<file path="config.mk">
export PLATFORM = sky130hd
export DESIGN_NAME = cpu_burst_gate
export DESIGN_NICKNAME = d
export VERILOG_FILES = /design/src/rtl/cbg_pkg.sv /design/src/rtl/cbg_cfg_reg.sv /design/src/rtl/cbg_slot_timer.sv /design/src/rtl/cbg_duty_gate.sv /design/src/rtl/cpu_burst_gate.sv
export SDC_FILE = /design/constraint.sdc
export NUM_CORES = 1
export LEC_CHECK = 0
export ABC_AREA = 1
export BUFFER_PORTS_ARGS = -buffer_cell sky130_fd_sc_hd__buf_2
export CORE_AREA = 10 10 60 62
export CTS_BUF_LIST = sky130_fd_sc_hd__clkbuf_2
export DETAILED_ROUTE_END_ITERATION = 8
export DIE_AREA = 0 0 70 72
export PLACE_DENSITY = 0.74
export SYNTH_ARGS = -nofsm -noshare
export SYNTH_HDL_FRONTEND = slang
export SYNTH_SLANG_ARGS = --single-unit
</file>
<file path="constraint.sdc">
create_clock -name clk -period 2.5 [get_ports clk]
set_clock_uncertainty 0.05 [all_clocks]
set_input_delay 0.75 -clock clk [delete_from_list [all_inputs] [get_ports clk]]
set_output_delay 0.75 -clock clk [all_outputs]
set_load 0.005 [all_outputs]
</file>
<file path="src/rtl/cbg_pkg.sv">
package cbg_pkg;

   localparam int CBG_WIDTH_W = 5;

   typedef logic [CBG_WIDTH_W-1:0] duty_t;

   typedef struct packed {
      logic  en;
      duty_t width;
   } burst_cfg_t;

   typedef enum logic [1:0] {
      GATE_FREE  = 2'd0,
      GATE_BURST = 2'd1,
      GATE_DOZE  = 2'd2
   } gate_mode_e;

endpackage

</file>
<file path="src/rtl/cbg_cfg_reg.sv">
module cbg_cfg_reg
   import cbg_pkg::*;
#(
   parameter int RESET_WIDTH = 31
) (
   input  logic       clk,
   input  logic       rst_n,
   input  logic       wr_en,
   input  logic       wr_enable_bit,
   input  duty_t      wr_width,
   input  logic       irq,
   output burst_cfg_t cfg,
   output gate_mode_e mode
);

   burst_cfg_t cfg_q;

   always_ff @(posedge clk or negedge rst_n) begin
      if (!rst_n) begin
         cfg_q.en    <= 1'b0;
         cfg_q.width <= duty_t'(RESET_WIDTH);
      end else begin
         if (wr_en) begin
            cfg_q.width <= wr_width;
         end
         if (irq) begin
            cfg_q.en <= 1'b0;
         end else if (wr_en) begin
            cfg_q.en <= wr_enable_bit;
         end
      end
   end

   always_comb begin
      if (!cfg_q.en) begin
         mode = GATE_FREE;
      end else if (cfg_q.width == '0) begin
         mode = GATE_DOZE;
      end else begin
         mode = GATE_BURST;
      end
   end

   assign cfg = cfg_q;

endmodule

</file>
<file path="src/rtl/cbg_slot_timer.sv">
module cbg_slot_timer #(
   parameter int SLOT_CYCLES = 268,
   parameter int NUM_SLOTS   = 31,
   localparam int CYC_W  = (SLOT_CYCLES > 1) ? $clog2(SLOT_CYCLES) : 1,
   localparam int SLOT_W = (NUM_SLOTS > 1) ? $clog2(NUM_SLOTS) : 1
) (
   input  logic              clk,
   input  logic              rst_n,
   input  logic              run,
   input  logic              restart,
   output logic [CYC_W-1:0]  cyc_cnt,
   output logic [SLOT_W-1:0] slot_idx
);

   localparam logic [SLOT_W-1:0] SLOT_LAST = SLOT_W'(NUM_SLOTS - 1);

   logic slot_tick;

   generate
      if (SLOT_CYCLES > 1) begin : g_divided
         localparam logic [CYC_W-1:0] CYC_LAST = CYC_W'(SLOT_CYCLES - 1);
         logic [CYC_W-1:0] cyc_q;

         always_ff @(posedge clk or negedge rst_n) begin
            if (!rst_n) begin
               cyc_q <= '0;
            end else if (restart) begin
               cyc_q <= '0;
            end else if (run) begin
               if (cyc_q == CYC_LAST) begin
                  cyc_q <= '0;
               end else begin
                  cyc_q <= cyc_q + CYC_W'(1);
               end
            end
         end

         assign slot_tick = run && !restart && (cyc_q == CYC_LAST);
         assign cyc_cnt   = cyc_q;
      end else begin : g_single
         assign slot_tick = run && !restart;
         assign cyc_cnt   = '0;
      end
   endgenerate

   logic [SLOT_W-1:0] slot_q;

   always_ff @(posedge clk or negedge rst_n) begin
      if (!rst_n) begin
         slot_q <= '0;
      end else if (restart) begin
         slot_q <= '0;
      end else if (slot_tick) begin
         if (slot_q == SLOT_LAST) begin
            slot_q <= '0;
         end else begin
            slot_q <= slot_q + SLOT_W'(1);
         end
      end
   end

   assign slot_idx = slot_q;

endmodule

</file>
<file path="src/rtl/cbg_duty_gate.sv">
module cbg_duty_gate
   import cbg_pkg::*;
#(
   parameter int NUM_SLOTS = 31,
   localparam int SLOT_W = (NUM_SLOTS > 1) ? $clog2(NUM_SLOTS) : 1
) (
   input  gate_mode_e        mode,
   input  duty_t             width,
   input  logic [SLOT_W-1:0] slot_idx,
   output logic              cpu_clk_en
);

   localparam int CMP_W = (SLOT_W > CBG_WIDTH_W) ? SLOT_W : CBG_WIDTH_W;

   logic [CMP_W-1:0] slot_ext;
   logic [CMP_W-1:0] width_ext;
   logic             in_window;

   assign slot_ext  = CMP_W'(slot_idx);
   assign width_ext = CMP_W'(width);
   assign in_window = (slot_ext < width_ext);

   always_comb begin
      unique case (mode)
         GATE_FREE:  cpu_clk_en = 1'b1;
         GATE_BURST: cpu_clk_en = in_window;
         GATE_DOZE:  cpu_clk_en = 1'b0;
         default:    cpu_clk_en = 1'b1;
      endcase
   end

endmodule

</file>
<file path="src/rtl/cpu_burst_gate.sv">
module cpu_burst_gate
   import cbg_pkg::*;
#(
   parameter int SLOT_CYCLES = 268,
   parameter int NUM_SLOTS   = 31
) (
   input  logic                   clk,
   input  logic                   rst_n,
   input  logic                   wr_en,
   input  logic                   wr_enable_bit,
   input  logic [CBG_WIDTH_W-1:0] wr_width,
   input  logic                   irq,
   output logic                   cpu_clk_en
);

   localparam int CYC_W  = (SLOT_CYCLES > 1) ? $clog2(SLOT_CYCLES) : 1;
   localparam int SLOT_W = (NUM_SLOTS > 1) ? $clog2(NUM_SLOTS) : 1;

   initial begin
      if (SLOT_CYCLES < 1) begin
         $fatal(1, "cpu_burst_gate: SLOT_CYCLES must be at least 1");
      end
      if (NUM_SLOTS < 1 || NUM_SLOTS > (2**CBG_WIDTH_W) - 1) begin
         $fatal(1, "cpu_burst_gate: NUM_SLOTS must fit the width field");
      end
   end

   burst_cfg_t        cfg;
   gate_mode_e        mode;
   logic              cfg_en;
   logic [CYC_W-1:0]  cyc_cnt;
   logic [SLOT_W-1:0] slot_idx;

   cbg_cfg_reg #(
      .RESET_WIDTH (NUM_SLOTS)
   ) u_cfg (
      .clk           (clk),
      .rst_n         (rst_n),
      .wr_en         (wr_en),
      .wr_enable_bit (wr_enable_bit),
      .wr_width      (wr_width),
      .irq           (irq),
      .cfg           (cfg),
      .mode          (mode)
   );

   assign cfg_en = cfg.en;

   cbg_slot_timer #(
      .SLOT_CYCLES (SLOT_CYCLES),
      .NUM_SLOTS   (NUM_SLOTS)
   ) u_timer (
      .clk      (clk),
      .rst_n    (rst_n),
      .run      (cfg_en),
      .restart  (wr_en),
      .cyc_cnt  (cyc_cnt),
      .slot_idx (slot_idx)
   );

   cbg_duty_gate #(
      .NUM_SLOTS (NUM_SLOTS)
   ) u_gate (
      .mode       (mode),
      .width      (cfg.width),
      .slot_idx   (slot_idx),
      .cpu_clk_en (cpu_clk_en)
   );

endmodule

</file>
# Word level (Yosys, flattened, before mapping)
# Cells that the tools add are included.
[op_classes] addsub=2 n_lt_le_gt_ge=1 n_eq_ne=4 n_mux=11 n_reduce_logical=7
[op_table] op="two-way mux 9 bit" count=3
[op_table] op="two-way mux 5 bit" count=3
[op_table] op="adder 9 x 1 -> 9 bit, second input constant" count=1
[op_table] op="== test 9 bit, second input constant" count=1
[op_table] op="nonzero test 2 bit" count=3
[op_table] op="adder 5 x 1 -> 5 bit, second input constant" count=1
[op_table] op="== test 5 bit, second input constant" count=1
[op_table] op="zero test 5 bit" count=1
[op_table] op="less-than comparator 5 bit" count=1
[op_table] op="two-way mux 2 bit" count=2
[op_table] op="== test 2 x 1 -> 1 bit, second input constant" count=1
[op_table] op="== test 2 bit, second input constant" count=1
[op_table] op="logical AND 1 bit" count=2
[op_table] op="two-way mux 1 bit" count=2
[op_table] op="one-hot mux 1 bit (2 select lines)" count=1
[op_table] op="zero test 1 bit" count=1
[word_totals] reg_bits=20 in_bits=10 out_inout_bits=1 word_cells=29

# Longest topological paths before layout
[depth] word_depth=5 ltp_mapped=9 depth_no_buf=9

# By module
# A second synthesis with hierarchy kept.
[unflattened] hier_cells=189 area_unflattened_um2=1345.0
[by_module_without_submodules] mod="cbg_slot_timer" n_inst=1 cells_each=131 area_each_um2=925.9 seq_area_each_um2=350.3
[by_module_without_submodules] mod="cbg_cfg_reg" n_inst=1 cells_each=33 area_each_um2=281.5 seq_area_each_um2=156.4
[by_module_without_submodules] mod="cbg_duty_gate" n_inst=1 cells_each=25 area_each_um2=137.6 seq_area_each_um2=0.0

# Worst setup path before layout
# No wires, ideal clock.
[synth_path] path_type="reg-to-output" start="reg u_cfg.cfg[4] (netlist name)" end="out cpu_clk_en" arrival_ps=1230 required_time_ps=1700 slack_ps=470 path_stages_with_launch=10 path_buffers=0 cell_sequence="dfstp_2 > inv_1 > ha_1 > nand2_1 > inv_1 > nand2_1 > nand2_1 > nor2_1 > nand2_1 > nand2_1"
[synth_between] elab_chain_len=5 elab_cells_between_ends=7 classes_between="order compare (1); eq/ne (2); mux (3); reduce/logical (1)"
[synth_rtl] element="zero test 5 bit" line_no="cbg_cfg_reg.sv:37" text="end else if (cfg_q.width == '0) begin"
[synth_rtl] element="two-way mux 2 bit" line_no="cbg_cfg_reg.sv:37"
[synth_rtl] element="two-way mux 2 bit" line_no="cbg_cfg_reg.sv:35" text="if (!cfg_q.en) begin"
[synth_rtl] element="== test 2 bit / == test 2 x 1 -> 1 bit (equally long branches)" line_no="cbg_duty_gate.sv:24" text="unique case (mode)"
[synth_rtl] element="one-hot mux 1 bit (2 select lines) (*)" line_no="cbg_duty_gate.sv:24"
[synth_rtl] element="end, declared" line_no="cpu_burst_gate.sv:13" text="output logic cpu_clk_en"
# Mark *: on every way between the ends. The rest lies on a longest branch, timed or not.

# Final worst setup path
[layout_path] start="reg u_cfg.cfg[4] (netlist name)" end="out cpu_clk_en"
[layout_between] elab_chain_len=5 elab_cells_between_ends=7 classes_between="order compare (1); eq/ne (2); mux (3); reduce/logical (1)"
[layout_rtl] element="zero test 5 bit" line_no="cbg_cfg_reg.sv:37"
[layout_rtl] element="two-way mux 2 bit" line_no="cbg_cfg_reg.sv:37"
[layout_rtl] element="two-way mux 2 bit" line_no="cbg_cfg_reg.sv:35"
[layout_rtl] element="== test 2 bit / == test 2 x 1 -> 1 bit (equally long branches)" line_no="cbg_duty_gate.sv:24"
[layout_rtl] element="one-hot mux 1 bit (2 select lines) (*)" line_no="cbg_duty_gate.sv:24"
# Marked as above.

==> impl_metrics.py <==
metrics = {
    "logic_synthesis": {
        "netlist-cell-type-count": 25,
        "seq_area_frac_synth_pct": 38.6,
        "async_flop_share_pct": 100,
        "synth_area_leaders": "dfrtp_1 29%, nand2_1 14%, dfstp_2 10%",
        "synth_edf_count": 0,
        "synth_warnings": 0,
        "synthCells": 175,
        "synth.top_cell.area_share_pct": 28.6,
        "yosys.area.top_type": "dfrtp_1",
        "synth.cell_area_um2": 1310,
        "postSynthAreaPerCell_um2": 7.51,
        "synth-main-ff-cell": "dfrtp_1",
        "ys_ff_latch": 20,
        "synth_fp_nets": 192,
    },
    "global_route": {
        "grt_usage_pct": 11.7,
        "grt_pass1_wl_um": 5090,
        "antenna_found_initial": 0,
        "first_global_vias": 1218,
        "grt_overflow": 0,
        "grt_max_degree": 21,
    },
    "setup_path": {
        "start_kind": "flip-flop",
        "cp_top_family": "flip-flops",
        "crit_path_cell_trace": "inv_2, ha_4, nand2_2, nor3_2, nor2_1, nand2_1, nand2_1, buf_2",
        "path_buf_inv": 2,
        "cp_max_fo": 3,
        "crit_type": "reg2out",
        "crit_arrival_ns": 1.70,
        "crit_top_cell": "nand2_1",
        "max_stage_delay_ns": 0.57,
        "cpMaxStageDelayCell": "dfstp_2",
        "critPathCaptureType": "primary output",
        "required_ns": 1.70,
    },
    "routing": {
        "route.detailed.drc": 0,
        "wl_met2_um": 1460,
        "wl_met3_um": 72,
        "drt-initial-drc-count": 85,
        "dr.pass1.iters": 4,
        "routed_wl_um": 2800,
        "avgRoutedWirePerCell_um": 12.8,
        "highest_layer": "met4",
        "routed_via_density": 5.15,
        "met1_length_um": 1230,
        "vias": 1123,
        "ant_nets": 0,
    },
    "finish": {
        "final_common_cell": "nand2_1",
        "final_cell_mix": "49 x nand2_1, 20 x inv_1, 19 x nand3_1",
        "diodes": 0,
        "fin_nets": 206,
        "area_delta_synth_final_pct": 11.3,
        "final_cells": 218,
        "layout-drive-gt1-share_pct": 25.0,
    },
    "floorplan": {
        "ioPinCount": 11,
        "die_h_um": 72,
        "core_um2": 2430,
        "rows": 18,
        "start_util_pct": 54.0,
        "die_w_um": 70,
        "dieArea_um2": 5040,
    },
    "power": {
        "total_leakage_power_nw": 0.747,
        "powerDensity_nw_per_um2": 381,
        "vdd.ir_drop.worst_uv": 283,
        "p_total_mw": 0.557,
    },
    "clocking": {
        "ctsLongestPathBuffers": 2,
        "numCtsBuffers": 3,
        "clock-sinks": 20,
        "tritoncts": "yes",
        "htree_levels": 1,
        "root_buffer": "clkbuf_2",
        "clk_latency_ns": 0.32,
        "cts_setup_buffers": 0,
        "clk_pin_slew_ns": 0.20,
    },
    "run_status": {
        "status": "finished with violations",
        "violations": "negative setup slack",
    },
    "sta": {
        "fmax_ghz": 0.399,
        "report.final.hold_viol_count": 0,
        "final.setup.tns_ns": -0.00414,
        "setup_viol": 1,
        "finalWorstSetupSlack_ns": -0.00414,
        "rsz0062_at_grt": "true",
        "max_slew_margin_pct": 69.2,
        "min_period_ns": 2.50,
        "tightest_slew_ns": 0.461,
        "slew_violations": 0,
        "fin_crit_sh_pct": 100,
    },
    "placement": {
        "gp_congestion": 0.846,
        "dp_hpwl_um": 2110,
        "dp_cells": 214,
        "portBuffers": 10,
    },
    "min_path": {
        "hp-class": "in2async",
    },
    "flow_run": {
        "maxCapViolations": 0,
    },
}
## final cells by class
cell class                      count  area (um^2)
Sequential cell                    20          507
Tap cell                           30         37.5
Timing Repair Buffer               10         50.0
Inverter                           27          104
Fill cell                         217          970
Clock buffer                        4         20.0
Multi-Input combinational cell    127          744
## final timing paths
| kind | from | endpoint | slack, ns | depth (start not counted) |
|---|---|---|---|---|
| setup / recovery | u_cfg.cfg[4] | cpu_clk_en | -0.004 | 8 |
| setup reg to reg | u_timer.cyc_cnt[0] | u_timer.slot_idx[2] | 1.09 | 7 |
| hold reg to reg | u_cfg.cfg[1] | u_cfg.cfg[1] | 0.48 | 2 |
| hold / removal | rst_n | u_timer.slot_idx[2] | 0.29 | 1 |
| max in group asynchronous | rst_n | u_cfg.cfg[2] | 1.74 | 1 |
| min in group clk | u_cfg.cfg[1] | u_cfg.cfg[1] | 0.48 | 2 |
## kinds of logic after synthesis
family	after synthesis	share of synthesized area, %
flip-flops	20	38.6
XOR/XNOR	4	2.67
adder cells (fa/ha/maj)	7	6.67
AND/OR/NAND/NOR	98	36.0
AO/OA/AOI/OAI	18	7.90
buffers and inverters	28	8.19
## state kept, by name, indices dropped and copies added, names as in the netlist
signal / count
u_timer.slot_idx: 5
u_cfg.cfg: 6
u_timer.cyc_cnt: 9
## worst register-to-register path: cells and delay by family (launching register included)
kind,cells,cell delay (ns)
and+or+nand+nor,6,0.59
DFF,1,0.46
adders and majority gates,1,0.28
## per-stage QoR
| stage | worst slack (ns) | hold WS (ns) | cell area (um^2) | utilization, % |
|---|---|---|---|---|
| finish | -0.00414 | 0.287 | 1460 | 60.1 |
| global route | -0.132 | 0.292 | 1460 | 60.1 |
| CTS | -0.0124 | 0.290 | 1460 | 60.1 |
| detailed placement | 0.283 | 0.468 | 1400 | 57.5 |
| global placement | 0.358 | 0.463 | 1400 | 57.5 |
| floorplan | 0.470 | 0.404 | 1310 | - |
## metal layers
layer | global-route usage [%] | vias to the layer above
li1 | - | 577
met1 | 12.9 | 532
met2 | 21.5 | 10
met3 | 2.31 | 4
met4 | 4.82 | 0
met5 | 0 | -
## Yosys cell counts (2+ instances only)
cell and count:
xnor2_1 2, o21ai_0 8, dfrtp_1 15, o22ai_1 2, xor2_1 2, nor2_4 4
nand2_2 4, nand2_1 50, nand3_1 19, nor2_1 11, nand4_1 2, o21ai_1 3
nor2_2 2, ha_1 7, nor3_1 2, o21ai_2 2, inv_2 2, nand2_4 3
dfstp_2 5, inv_1 24, a21oi_1 2
## what timing repair did
action                                  CTS  global route
gates cloned                              0             0
pin swaps                                 4             1
hold buffers                              0             0
endpoints found under the setup margin    1             1
resized for setup                         9             0
## power by group
group / switching [mW] / internal (mW) / leakage (nW)
Combinational: 0.0455 / 0.0237 / 0.470
Sequential: 0.00772 / 0.339 / 0.260
Clock: 0.0984 / 0.0423 / 0.0166
Total: 0.152 / 0.406 / 0.747
Note: power is estimated with default switching activity, not from simulation.
